<file path="src/rtl/tmr_pkg.sv">
package tmr_pkg;
  localparam int NCH = 4;
  localparam logic [7:0] OFS_CTRL = 8'h00;
  localparam logic [7:0] OFS_LO   = 8'h04;
  localparam logic [7:0] OFS_HI   = 8'h08;
  localparam logic [7:0] OFS_M0   = 8'h0C;

  // next count value for one clock edge
  function automatic logic [63:0] count_next(input logic [63:0] c, input logic tick,
                                             input logic wide);
    logic [63:0] n;
    n = tick ? c + 64'd1 : c;
    if (!wide) n = {32'h0, tick ? c[31:0] + 32'd1 : c[31:0]};
    return n;
  endfunction

  function automatic logic is_match_ofs(input logic [7:0] a);
    return (a >= OFS_M0) && (a < OFS_M0 + 8'(4 * NCH)) && (a[1:0] == 2'b00);
  endfunction

  function automatic int match_index(input logic [7:0] a);
    return int'((a - OFS_M0) >> 2);
  endfunction
endpackage

</file>
<file path="src/rtl/tmr_counter.sv">
module tmr_counter import tmr_pkg::*; #(
  parameter logic [63:0] INIT_COUNT = 64'h0
) (
  input  logic        clk,
  input  logic        rst_n,
  input  logic        tick,
  input  logic        wide,
  input  logic        cap_hi,
  output logic [63:0] cnt,
  output logic [31:0] hi_shadow
);
  always_ff @(posedge clk or negedge rst_n) begin
    if (!rst_n) begin
      cnt       <= INIT_COUNT;
      hi_shadow <= 32'h0;
    end else begin
      cnt <= count_next(cnt, tick, wide);
      if (cap_hi) hi_shadow <= cnt[63:32];
    end
  end
endmodule

</file>
<file path="src/rtl/tmr_sync_reg.sv">
module tmr_sync_reg #(
  parameter int W   = 32,
  parameter int DLY = 5
) (
  input  logic         clk,
  input  logic         rst_n,
  input  logic         wr_en,
  input  logic [W-1:0] wr_val,
  output logic [W-1:0] cur,
  output logic         busy,
  output logic         apply_now
);
  localparam int CW = $clog2(DLY + 1);
  logic [W-1:0]  hold_q;
  logic [CW-1:0] left_q;

  assign apply_now = busy && (left_q == '0) && !wr_en;

  always_ff @(posedge clk or negedge rst_n) begin
    if (!rst_n) begin
      cur    <= '0;
      hold_q <= '0;
      left_q <= '0;
      busy   <= 1'b0;
    end else if (wr_en) begin
      hold_q <= wr_val;
      left_q <= CW'(DLY - 1);
      busy   <= 1'b1;
    end else if (apply_now) begin
      cur  <= hold_q;
      busy <= 1'b0;
    end else if (busy) begin
      left_q <= left_q - 1'b1;
    end
  end
endmodule

</file>
<file path="src/rtl/tmr_channel.sv">
module tmr_channel (
  input  logic        clk,
  input  logic        rst_n,
  input  logic        en,
  input  logic [31:0] match_val,
  input  logic [31:0] cnt_lo,
  input  logic        clr,
  input  logic        rearm,
  output logic        status,
  output logic        hit
);
  logic armed_q;

  assign hit = en && armed_q && (cnt_lo == match_val);

  always_ff @(posedge clk or negedge rst_n) begin
    if (!rst_n) begin
      status  <= 1'b0;
      armed_q <= 1'b1;
    end else begin
      if (hit)      status <= 1'b1;
      else if (clr) status <= 1'b0;
      if (hit)                armed_q <= 1'b0;
      else if (clr || rearm)  armed_q <= 1'b1;
    end
  end
endmodule

</file>
<file path="src/rtl/sys_match_timer.sv">
module sys_match_timer import tmr_pkg::*; #(
  parameter int          AW         = 5,
  parameter int          SYNC_DLY   = 5,
  parameter logic [63:0] INIT_COUNT = 64'h0
) (
  input  logic           clk,
  input  logic           rst_n,
  input  logic           tick_en,
  input  logic           wide_mode,
  input  logic           bus_wr,
  input  logic           bus_rd,
  input  logic [AW-1:0]  bus_addr,
  input  logic [31:0]    bus_wdata,
  output logic [31:0]    bus_rdata,
  output logic [NCH-1:0] irq
);
  logic [7:0]     ofs;
  logic           ctrl_wr;
  logic           lo_rd;
  logic [63:0]    cnt_q;
  logic [31:0]    hi_shadow;
  logic [NCH-1:0] en_w, esync_w, eapply_w, msync_w, status_w, hit_w;
  logic [31:0]    mval_w [NCH];

  assign ofs     = 8'(bus_addr);
  assign ctrl_wr = bus_wr && (ofs == OFS_CTRL);
  assign lo_rd   = bus_rd && (ofs == OFS_LO);

  tmr_counter #(.INIT_COUNT(INIT_COUNT)) u_cnt (
    .clk(clk), .rst_n(rst_n), .tick(tick_en), .wide(wide_mode),
    .cap_hi(lo_rd), .cnt(cnt_q), .hi_shadow(hi_shadow)
  );

  for (genvar ch = 0; ch < NCH; ch++) begin : g_ch
    logic mwr;
    logic mapply;
    assign mwr = bus_wr && is_match_ofs(ofs) && (match_index(ofs) == ch);

    tmr_sync_reg #(.W(32), .DLY(SYNC_DLY)) u_msync (
      .clk(clk), .rst_n(rst_n), .wr_en(mwr), .wr_val(bus_wdata),
      .cur(mval_w[ch]), .busy(msync_w[ch]), .apply_now(mapply)
    );

    tmr_sync_reg #(.W(1), .DLY(SYNC_DLY)) u_esync (
      .clk(clk), .rst_n(rst_n), .wr_en(ctrl_wr), .wr_val(bus_wdata[4+ch]),
      .cur(en_w[ch]), .busy(esync_w[ch]), .apply_now(eapply_w[ch])
    );

    tmr_channel u_chan (
      .clk(clk), .rst_n(rst_n), .en(en_w[ch]), .match_val(mval_w[ch]),
      .cnt_lo(cnt_q[31:0]), .clr(ctrl_wr && bus_wdata[ch]),
      .rearm(eapply_w[ch]), .status(status_w[ch]), .hit(hit_w[ch])
    );
  end

  assign irq = status_w;

  always_comb begin
    bus_rdata = 32'h0;
    if (bus_rd) begin
      if (ofs == OFS_CTRL)       bus_rdata = {16'h0, msync_w, esync_w, en_w, status_w};
      else if (ofs == OFS_LO)    bus_rdata = cnt_q[31:0];
      else if (ofs == OFS_HI)    bus_rdata = wide_mode ? hi_shadow : 32'h0;
      else if (is_match_ofs(ofs)) bus_rdata = mval_w[match_index(ofs)];
    end
  end
endmodule

</file>
<file path="config.mk">
export PLATFORM = sky130hd
export DESIGN_NAME = sys_match_timer
export DESIGN_NICKNAME = d
export VERILOG_FILES = /design/src/rtl/tmr_pkg.sv /design/src/rtl/tmr_counter.sv /design/src/rtl/tmr_sync_reg.sv /design/src/rtl/tmr_channel.sv /design/src/rtl/sys_match_timer.sv
export SDC_FILE = /design/constraint.sdc
export NUM_CORES = 1
export LEC_CHECK = 0
export BUFFER_PORTS_ARGS = -buffer_cell sky130_fd_sc_hd__buf_2
export CAP_MARGIN = 30
export CORE_UTILIZATION = 30
export DETAILED_ROUTE_END_ITERATION = 8
export GPL_TIMING_DRIVEN = 0
export MAX_ROUTING_LAYER = met4
export PLACE_DENSITY = 0.57
export SYNTH_ARGS = -nofsm -noshare
export SYNTH_HDL_FRONTEND = slang
export SYNTH_SLANG_ARGS = --single-unit
export TNS_END_PERCENT = 1
</file>
<file path="constraint.sdc">
create_clock -name clk -period 4.5 [get_ports clk]
set_input_delay 1.125 -clock clk [delete_from_list [all_inputs] [get_ports clk]]
set_output_delay 1.125 -clock clk [all_outputs]
set_load 0.05 [all_outputs]
</file>
# ---- Word-level counts from Yosys, hierarchy flattened
# Index checks and enable logic that the tools add are counted.
dict set report classes {
  addsub 11
  n_mux 68
  n_reduce_logical 97
  n_lt_le_gt_ge 3
  eq_ne 18
  bitwise_logic 6
}
# operator count
set op_table {}
lappend op_table {{32-bit 2-to-1 mux} 9}
lappend op_table {{32-bit equality test} 4}
lappend op_table {{64-bit 2-to-1 mux} 2}
lappend op_table {{3-bit 2-to-1 mux} 24}
lappend op_table {{64-bit by 1-bit adder with 64-bit output (second input constant)} 1}
lappend op_table {{32-bit binary-select mux with 2-bit select} 1}
lappend op_table {{30-bit by 3-bit equality test with 1-bit output (second input constant)} 2}
lappend op_table {{2-bit nonzero test} 24}
lappend op_table {{1-bit logical AND} 37}
lappend op_table {{32-bit by 1-bit adder with 32-bit output (second input constant)} 1}
lappend op_table {{32-bit by 3-bit >= comparator with 1-bit output (second input constant)} 1}
lappend op_table {{32-bit logical NOT} 1}
lappend op_table {{1-bit 2-to-1 mux} 32}
lappend op_table {{30-bit NOT with 32-bit output} 1}
lappend op_table {{2-bit AND reduction} 16}
lappend op_table {{30-bit by 2-bit equality test with 1-bit output (second input constant)} 1}
lappend op_table {{3-bit logical NOT} 8}
lappend op_table {{3-bit by 1-bit subtractor with 3-bit output (second input constant)} 8}
lappend op_table {{2-bit != test (second input constant)} 5}
lappend op_table {{8-bit logical NOT} 1}
lappend op_table {{2-bit by 1-bit != test with 1-bit output (second input constant)} 4}
lappend op_table {{5-bit by 4-bit subtractor with 6-bit output (second input constant)} 1}
lappend op_table {{5-bit by 3-bit equality test with 1-bit output (second input constant)} 1}
lappend op_table {{5-bit by 4-bit equality test with 1-bit output (second input constant)} 1}
lappend op_table {{6 further kinds} 17}
dict set report word_totals {
  ff_bits 400
  out_inout_bits 36
  in_bits 43
  word_cells 246
}

# ---- Logic depth before layout (Yosys ltp)
# Gate-level depths: netlist of the first run.
dict set report depth {
  ltp_word 10
  mapped_depth 12
  mapped_depth_nobuf 8
}

# ---- Cells and area by module
# A second synthesis of the first run with hierarchy kept.
dict set report unflattened {
  hier_cells 1573
  hier_area_um2 20489.7
}
# mod seq_area_each_um2 cells_per_inst area_per_inst_um2 instances
set modules_own_cells {}
lappend modules_own_cells {{tmr_sync_reg at g_ch[0].u_msync ...} 1701.6 157 2733.9 4}
lappend modules_own_cells {tmr_counter 2402.3 434 4682.0 1}
lappend modules_own_cells {sys_match_timer 0.0 207 1899.3 1}
lappend modules_own_cells {tmr_channel 51.3 50 429.2 4}
lappend modules_own_cells {{tmr_sync_reg at g_ch[0].u_esync ...} 150.1 26 314.1 4}

# ---- Worst setup path before layout of the first run
# OpenSTA, ideal clock, no wires.
dict set report synth_path {
  path_type {input-to-output}
  start {input bus_addr[2]}
  end {output bus_rdata[30]}
  t_arrival_ps 4607
  n_path_buf 5
  setup_slack_ps -1232
  t_required_ps 3375
  path_stages 11
  cell_sequence {buf_4 > buf_2 > buf_2 > inv_1 > ha_1 > nor2b_1 > nor4_1 > clkbuf_1 > buf_2 > a221oi_1 > nor3_1}
}
dict set report synth_via {
  elab_chain_len 10
  word_cells_on_any_way 17
  cone_classes {add/sub (1); order compare (2); eq/ne (2); mux (8); bitwise (1); reduce/logical (3)}
}
# element line_no
set synth_rtl {}
lappend synth_rtl {{start: declaration} sys_match_timer.sv:12} ;# input logic [AW-1:0] bus_addr,
lappend synth_rtl {{5-bit by 4-bit subtractor with 6-bit output} tmr_pkg.sv:22} ;# return int'((a - OFS_M0) >> 2);
lappend synth_rtl {{30-bit NOT with 32-bit output (not written as such)} sys_match_timer.sv:64} ;# else if (is_match_ofs(ofs)) bus_rdata = mval_w[match_index(ofs)];
lappend synth_rtl {{32-bit binary-select mux with 2-bit select} sys_match_timer.sv:64}
lappend synth_rtl {{32-bit 2-to-1 mux (not written as such) (2 in series)} sys_match_timer.sv:64}
lappend synth_rtl {{32-bit 2-to-1 mux} sys_match_timer.sv:64}
lappend synth_rtl {{32-bit 2-to-1 mux} sys_match_timer.sv:63} ;# else if (ofs == OFS_HI) bus_rdata = wide_mode ? hi_shadow : 32'h0;
lappend synth_rtl {{32-bit 2-to-1 mux} sys_match_timer.sv:62} ;# else if (ofs == OFS_LO) bus_rdata = cnt_q[31:0];
lappend synth_rtl {{32-bit 2-to-1 mux *} sys_match_timer.sv:61} ;# if (ofs == OFS_CTRL) bus_rdata = {16'h0, msync_w, esync_w, en_w, status_w};
lappend synth_rtl {{32-bit 2-to-1 mux *} sys_match_timer.sv:60} ;# if (bus_rd) begin
lappend synth_rtl {{end: declaration} sys_match_timer.sv:14} ;# output logic [31:0] bus_rdata,
# Mark *: on every way between the ends. The rest lies on a longest branch, timed or not. The select of a mux whose other input is x is not followed.

# ---- Final worst setup path of the first run
dict set report layout_path {
  start {input bus_addr[2]}
  end {output bus_rdata[17]}
}
# The elaborated chain is that of the path after synthesis.

==> results.toml, run 1 <==
[sta]
worstMarginPinSlew_ps = 952
finalCriticalPeriod_ps = 4440
finalHoldViolCount = 0
grt_setup_unrepaired = "no"
timing.final.crit_share_pct = 98.6
slew_headroom_pct = 36.5
drv_slew = 0
skew_ps = 20.3
setup_viol = 0
setup_ws_ps = 62.3
max_freq_mhz = 225

[synthesis]
synth_fa_ha_area_share_pct = 1.54
yosys_warnings = 0
synth_top_family_by_area = "multiplexers"
synth_fp_nets = 1637
synth_top_area_share_pct = 50.7
ys_types = 54
synth_xor_xnor_area_share_pct = 7.57
syn_area_sq_um = 19600
synth_compound_area_share_pct = 5.11
synth_seq_area_share_pct = 51.2
synthMuxAreaShare_pct = 21.3
synth_edf_count = 0
synth.avg_cell_area_sq_um = 12.5
synthCells = 1570
synth_seq_cells = 400
yosysTopAreaCell = "dfrtp_1"
synthFlopType = "dfrtp_1"
async_reset_ff_share_pct = 100
synth_most_common_cell = "dfrtp_1"
yosys-top-cells-count = "dfrtp_1, mux2_2, xor2_1"
synth_simple_gate_area_share_pct = 9.97
synth_area_leaders = "dfrtp_1, mux2_2, xor2_1, mux2_4, mux4_2"

[clock_network]
htreeDepth = 2
cts_tree = "built"
clockRootBuffer = "clkbuf_16"
cts_hold_buf = 0
clock_latency_ps = 590
cts.reportedPaths.clkPinSlew_ps = 60
cts_buffers = 46
clockBufferDepth = 3
cts_num_sinks = 400

[placement]
port-buffer-count = 76
place_ws_ps = -1200
gp_congestion = 0.912
dp_cells = 2505
dpl.hpwl_um = 45100

[die]
core_sq_um = 64500
dieWidth_um = 257
ios = 79
dieHeight_um = 257
placementRows = 93
start_util_pct = 30.3
die-area_sq_um = 66200

[setup_path]
crit_chain = "buf_6 -> buf_8 -> buf_12 -> clkinvlp_4 -> ha_4 -> clkbuf_8 -> mux4_2 -> a221oi_2 -> nor3_4 -> buf_2"
cp_num_buf_inv = 6
start_kind = "input port"
max_stage_delay_ps = 410
arrival_ps = 3310
crit_required_ps = 3380
crit_fanout = 10
crit_family = "buffers and inverters"
cp-end-kind = "output pin"
crit_slowest_cell = "mux4_2"
crit_type = "in -> out"

[power_and_ir_drop]
p_leak_uw = 0.0114
p_per_area_nw_per_um2 = 447
ir_drop_v = 0.000248

[job]
cap_violations = 0

[status]
run_status = "finished clean"

[global_route]
globalRoute.totalOverflow = 0
grt_pass1_vias = 13500
groute.usage.overall_pct = 18.7
grt_pass1_wl_um = 89400
antenna_found_initial = 2
grt_max_degree = 115

[detailed_routing]
drc = 0
wirelength_um = 59700
vias_per_cell = 5.08
vias = 13200
first_pass_iters = 5
drtIter0Drc = 871
wl_per_cell_um = 22.9
ant_nets = 0

[layout]
finalNetCount = 1783
syn_to_final_growth_pct = 21.0
fillers = 6251
drive_gt1_share_pct = 34.6
fin_cells = 2607

[hold_path]
min_path_type = "reg -> reg"
-- registers in the layout (all words and copies together) (netlist names) --
name                 flops
g_ch.u_msync.busy        4
g_ch.u_msync.hold_q    128
g_ch.u_msync.left_q     12
g_ch.u_esync.busy        4
g_ch.u_esync.left_q     12
g_ch.u_esync.hold_q      4
g_ch.u_chan.status       4
g_ch.u_esync.cur         4
u_cnt.hi_shadow         32
g_ch.u_msync.cur       128
g_ch.u_chan.armed_q      4
u_cnt.cnt               64
-- timing repair --
| item | CTS | global route |
|---|---|---|
| pin swaps | 4 | 11 |
| gates cloned | 2 | 0 |
| setup endpoints to repair | 32 | 32 |
| gates resized for setup | 115 | 35 |
| buffers inserted | 9 | 8 |
-- area by class of cell --
class | count | area [sq um] | area share (%)
clock inverter | 21 | 210 | 0.888
antenna | 2 | 5.00 | 0.0212
timing repair buffer | 99 | 787 | 3.33
inverter | 33 | 128 | 0.539
sequential | 400 | 10000 | 42.3
multi-input combinational | 1035 | 9480 | 40.1
tap | 855 | 1070 | 4.52
buffer | 101 | 661 | 2.79
clock buffer | 61 | 1310 | 5.53
-- placed cells by master, fill, tap and decap left out, types with 6 or more instances in the layout --
cell type | Yosys | routed
a21oi_1 | 46 | 46
a221oi_2 | 0 | 28
and2_1 | 14 | 6
and2_4 | 0 | 8
and3_1 | 10 | 10
buf_2 | 32 | 78
buf_4 | 5 | 36
buf_6 | 10 | 25
clkbuf_1 | 48 | 40
clkbuf_16 | 0 | 48
clkbuf_8 | 0 | 15
clkinv_2 | 0 | 11
dfrtp_1 | 396 | 396
ha_1 | 24 | 21
inv_1 | 32 | 31
mux2_1 | 41 | 41
mux2_2 | 197 | 197
mux2_4 | 50 | 50
mux4_2 | 32 | 32
nand2_1 | 91 | 89
nand2b_1 | 9 | 9
nand3_1 | 22 | 22
nand4_1 | 32 | 32
nor2_1 | 46 | 46
nor3_1 | 34 | 20
nor3_4 | 0 | 14
nor3b_1 | 15 | 7
nor3b_4 | 0 | 8
nor4_1 | 33 | 32
o21ai_0 | 46 | 41
o22ai_1 | 7 | 7
o31ai_1 | 11 | 11
or3_1 | 17 | 17
or4_1 | 13 | 13
xnor2_1 | 45 | 45
xor2_1 | 124 | 124
-- cell families (layout without fill, tap and decap cells) --
family,count (synthesis),after routing
compound gates,156,156
xor+xnor,169,169
fa+ha+maj,24,24
buf+inv,135,315
flops,400,400
mux,322,322
other cells,0,2
simple gates,364,364
-- through the flow --
stage / util (%) / area [sq um] / power (uW) / hold slack (ps) / setup TNS, ps
final: 36.7 / 23700 / 10600 / 470 / 0
after global routing: 36.7 / 23700 / 11000 / 499 / 0
after CTS: 36.5 / 23500 / 10600 / 468 / -639
after detailed placement: 33.2 / 21400 / 6800 / 467 / -34070
after global placement: 33.1 / 21300 / 6710 / 466 / -2233450
after floorplan: - / 19900 / 5940 / 440 / -9.03
-- worst paths after layout --
check                                                       from                                      to  slack (ps)  cells past startpoint
max in group asynchronous                                  rst_n   g_ch[1].u_msync.hold_q[7]$_DFFE_PN0P_        2920                      2
setup / recovery                                     bus_addr[2]                           bus_rdata[17]          60                     10
hold / removal             g_ch[3].u_msync.hold_q[7]$_DFFE_PN0P_      g_ch[3].u_msync.cur[7]$_DFFE_PN0P_         470                      1
setup reg to reg                       u_cnt.cnt[21]$_DFFE_PN0P_               u_cnt.cnt[56]$_DFFE_PN0P_        1210                      8
min in group asynchronous                                  rst_n  g_ch[0].u_msync.hold_q[24]$_DFFE_PN0P_         520                      1
hold reg to reg            g_ch[3].u_msync.hold_q[7]$_DFFE_PN0P_      g_ch[3].u_msync.cur[7]$_DFFE_PN0P_         470                      1
-- metal layers --
layer  track usage (%)  wire length [um]  up-vias
li1                  -                 -     5930
met1              24.8             26800     6923
met2              29.8             28700      315
met3              2.30              2460       70
met4              5.93              1670        0
met5                 -                 0        -
-- power breakdown --
group | total, uW | internal (uW) | switching (uW) | leakage [uW]
Sequential | 4630 | 4150 | 478 | 0.00541
Combinational | 2190 | 998 | 1190 | 0.00522
Clock | 3750 | 2220 | 1540 | 0.000751
Total | 10600 | 7360 | 3200 | 0.0114
Note: power is estimated with default switching activity, not from simulation.
==> run 2: changes to the inputs <==
--- a/config.mk
+++ b/config.mk
@@ -11,7 +11,7 @@
 export DETAILED_ROUTE_END_ITERATION = 8
 export GPL_TIMING_DRIVEN = 0
 export MAX_ROUTING_LAYER = met4
-export PLACE_DENSITY = 0.57
+export SKIP_LAST_GASP = 1
 export SYNTH_ARGS = -nofsm -noshare
 export SYNTH_HDL_FRONTEND = slang
 export SYNTH_SLANG_ARGS = --single-unit
==> results.toml, run 2 (synthesis results as in run 1) <==
[global_route]
busiest_layer = "met2"
grt_max_degree = 113
antenna_found_initial = 1
grt_pass1_vias = 13500
groute.usage.overall_pct = 18.6
grtUsageMet3_pct = 2.23
globalRoute.totalOverflow = 0
use_met1_pct = 24.3
grt_pass1_wl_um = 89100
global_route.usage.met2_pct = 29.8

[setup_path]
cp_num_buf_inv = 6
start_kind = "input port"
crit_required_ps = 3380
crit_slowest_cell = "ha_4"
max_stage_delay_ps = 410
crit_fanout = 5
crit_type = "in -> out"
cp-end-kind = "output pin"
arrival_ps = 3330
crit_chain = "buf_6 -> buf_8 -> buf_12 -> clkinvlp_4 -> ha_4 -> clkbuf_16 -> mux4_2 -> a221oi_2 -> o21ai_1 -> and2_4 -> buf_6"
crit_family = "buffers and inverters"
cp_common_cell = "buf_6"

[detailed_routing]
vias = 13200
drc = 0
vias_per_cell = 5.07
wirelength_um = 59400
drtIter0Drc = 961
ant_nets = 0
first_pass_iters = 6
wl_per_cell_um = 22.9

[clock_network]
cts_tree = "built"
clockBufferDepth = 3
cts_buffers = 44
clock_latency_ps = 580
clockRootBuffer = "clkbuf_16"
cts_num_sinks = 400
cts.reportedPaths.clkPinSlew_ps = 60
htreeDepth = 2

[sta]
setup_viol = 0
skew_ps = 12.4
finalCriticalPeriod_ps = 4460
grt_setup_unrepaired = "yes"
max_freq_mhz = 224
drv_slew = 0
finalHoldViolCount = 0
worst_hold_slack_ps = 475
timing.final.crit_share_pct = 99.1
worstMarginPinSlew_ps = 965
slew_headroom_pct = 35.6

[placement]
port-buffer-count = 76
dpl.hpwl_um = 44800
gp_congestion = 0.965
placed_cell_area_sq_um = 21400

[die]
ios = 79
dieWidth_um = 257
placementRows = 93
core_sq_um = 64500
dieHeight_um = 257
die-area_sq_um = 66200
start_util_pct = 30.3

[status]
run_status = "finished clean"

[layout]
layout_common_cells = "dfrtp_1, mux2_2, xor2_1"
syn_to_final_growth_pct = 20.4
design_area_sq_um = 23500
post-route-util_pct = 36.5
mostFrequentLayoutCell = "dfrtp_1"
finalNetCount = 1774
reg_top3 = "g_ch.u_msync.cur: 128 flops, g_ch.u_msync.hold_q: 128 flops, u_cnt.cnt: 64 flops"
drive_gt1_share_pct = 34.1

[job]
cap_violations = 0

[power_and_ir_drop]
ir_drop_v = 0.000218
p_per_area_nw_per_um2 = 446
p_leak_uw = 0.0113

[hold_path]
min_path_type = "reg -> reg"
run 2: power breakdown:
group / leakage [uW] / total [uW] / internal (uW) / switching (uW)
clock: 0.000718 / 3690 / 2190 / 1500
combinational: 0.00517 / 2180 / 993 / 1190
sequential: 0.00541 / 4630 / 4150 / 484
run 2: worst paths after layout:
| check | start | endpoint | slack, ps | cells after the start |
|---|---|---|---|---|
| max reg2reg | u_cnt.cnt[12]$_DFFE_PN0P_ | u_cnt.cnt[62]$_DFFE_PN0P_ | 1340 | 8 |
| min in group asynchronous | rst_n | g_ch[0].u_msync.left_q[0]$_DFFE_PN0P_ | 570 | 1 |
| max | bus_addr[2] | bus_rdata[11] | 40 | 11 |
| min | g_ch[2].u_esync.hold_q$_DFFE_PN0P_ | g_ch[2].u_esync.hold_q$_DFFE_PN0P_ | 470 | 2 |
| min reg2reg | g_ch[2].u_esync.hold_q$_DFFE_PN0P_ | g_ch[2].u_esync.hold_q$_DFFE_PN0P_ | 470 | 2 |
| max in group asynchronous | rst_n | g_ch[1].u_msync.hold_q[7]$_DFFE_PN0P_ | 2440 | 3 |
run 2: timing repair:
item	4_1_cts	5_1_grt
setup buffers	9	2
setup endpoints to repair	32	32
gates resized for setup	116	34
pin swaps	9	10
hold buffers	0	0
cloned	2	0
hold endpoints to repair	0	0
run 2: through the flow:
| stage | total power [uW] | setup slack (ps) | cells | TNS (ps) |
|---|---|---|---|---|
| final | 10500 | 42.0 | 2595 | 0 |
| after global routing | 11000 | -39.2 | 2595 | -165 |
| after floorplan | 5940 | -9.03 | 1570 | -9.03 |
| after detailed placement | 6800 | -1140 | 2504 | -32810 |
| after CTS | 10600 | -54.1 | 2593 | -952 |
| after global placement | 6710 | -5530 | 2501 | -2216490 |
run 2: routing by layer:
metal  share of wire [%]  routed length [um]
met1                  45               26400
met2                  48               28600
met3                 4.2                2480
met4                 3.2                1900
met5                   0                   0
run 2: cell type report:
cell class	instances	area, sq um
fillers	6249	40900
repair buffers	92	714
inverters	33	128
flip-flops and latches	400	10000
clock inverters	13	161
multi-input cells	1035	9490
clock buffers	65	1310
well taps	855	1070
diodes	1	2.50
plain buffers	101	654
run 2: worst reg2reg max path: cells and delay by family, from the launching register on:
kind	cells	cell delay, ps
simple gates	3	1050
buf+inv	3	1290
compound gates	2	370
flops	1	320
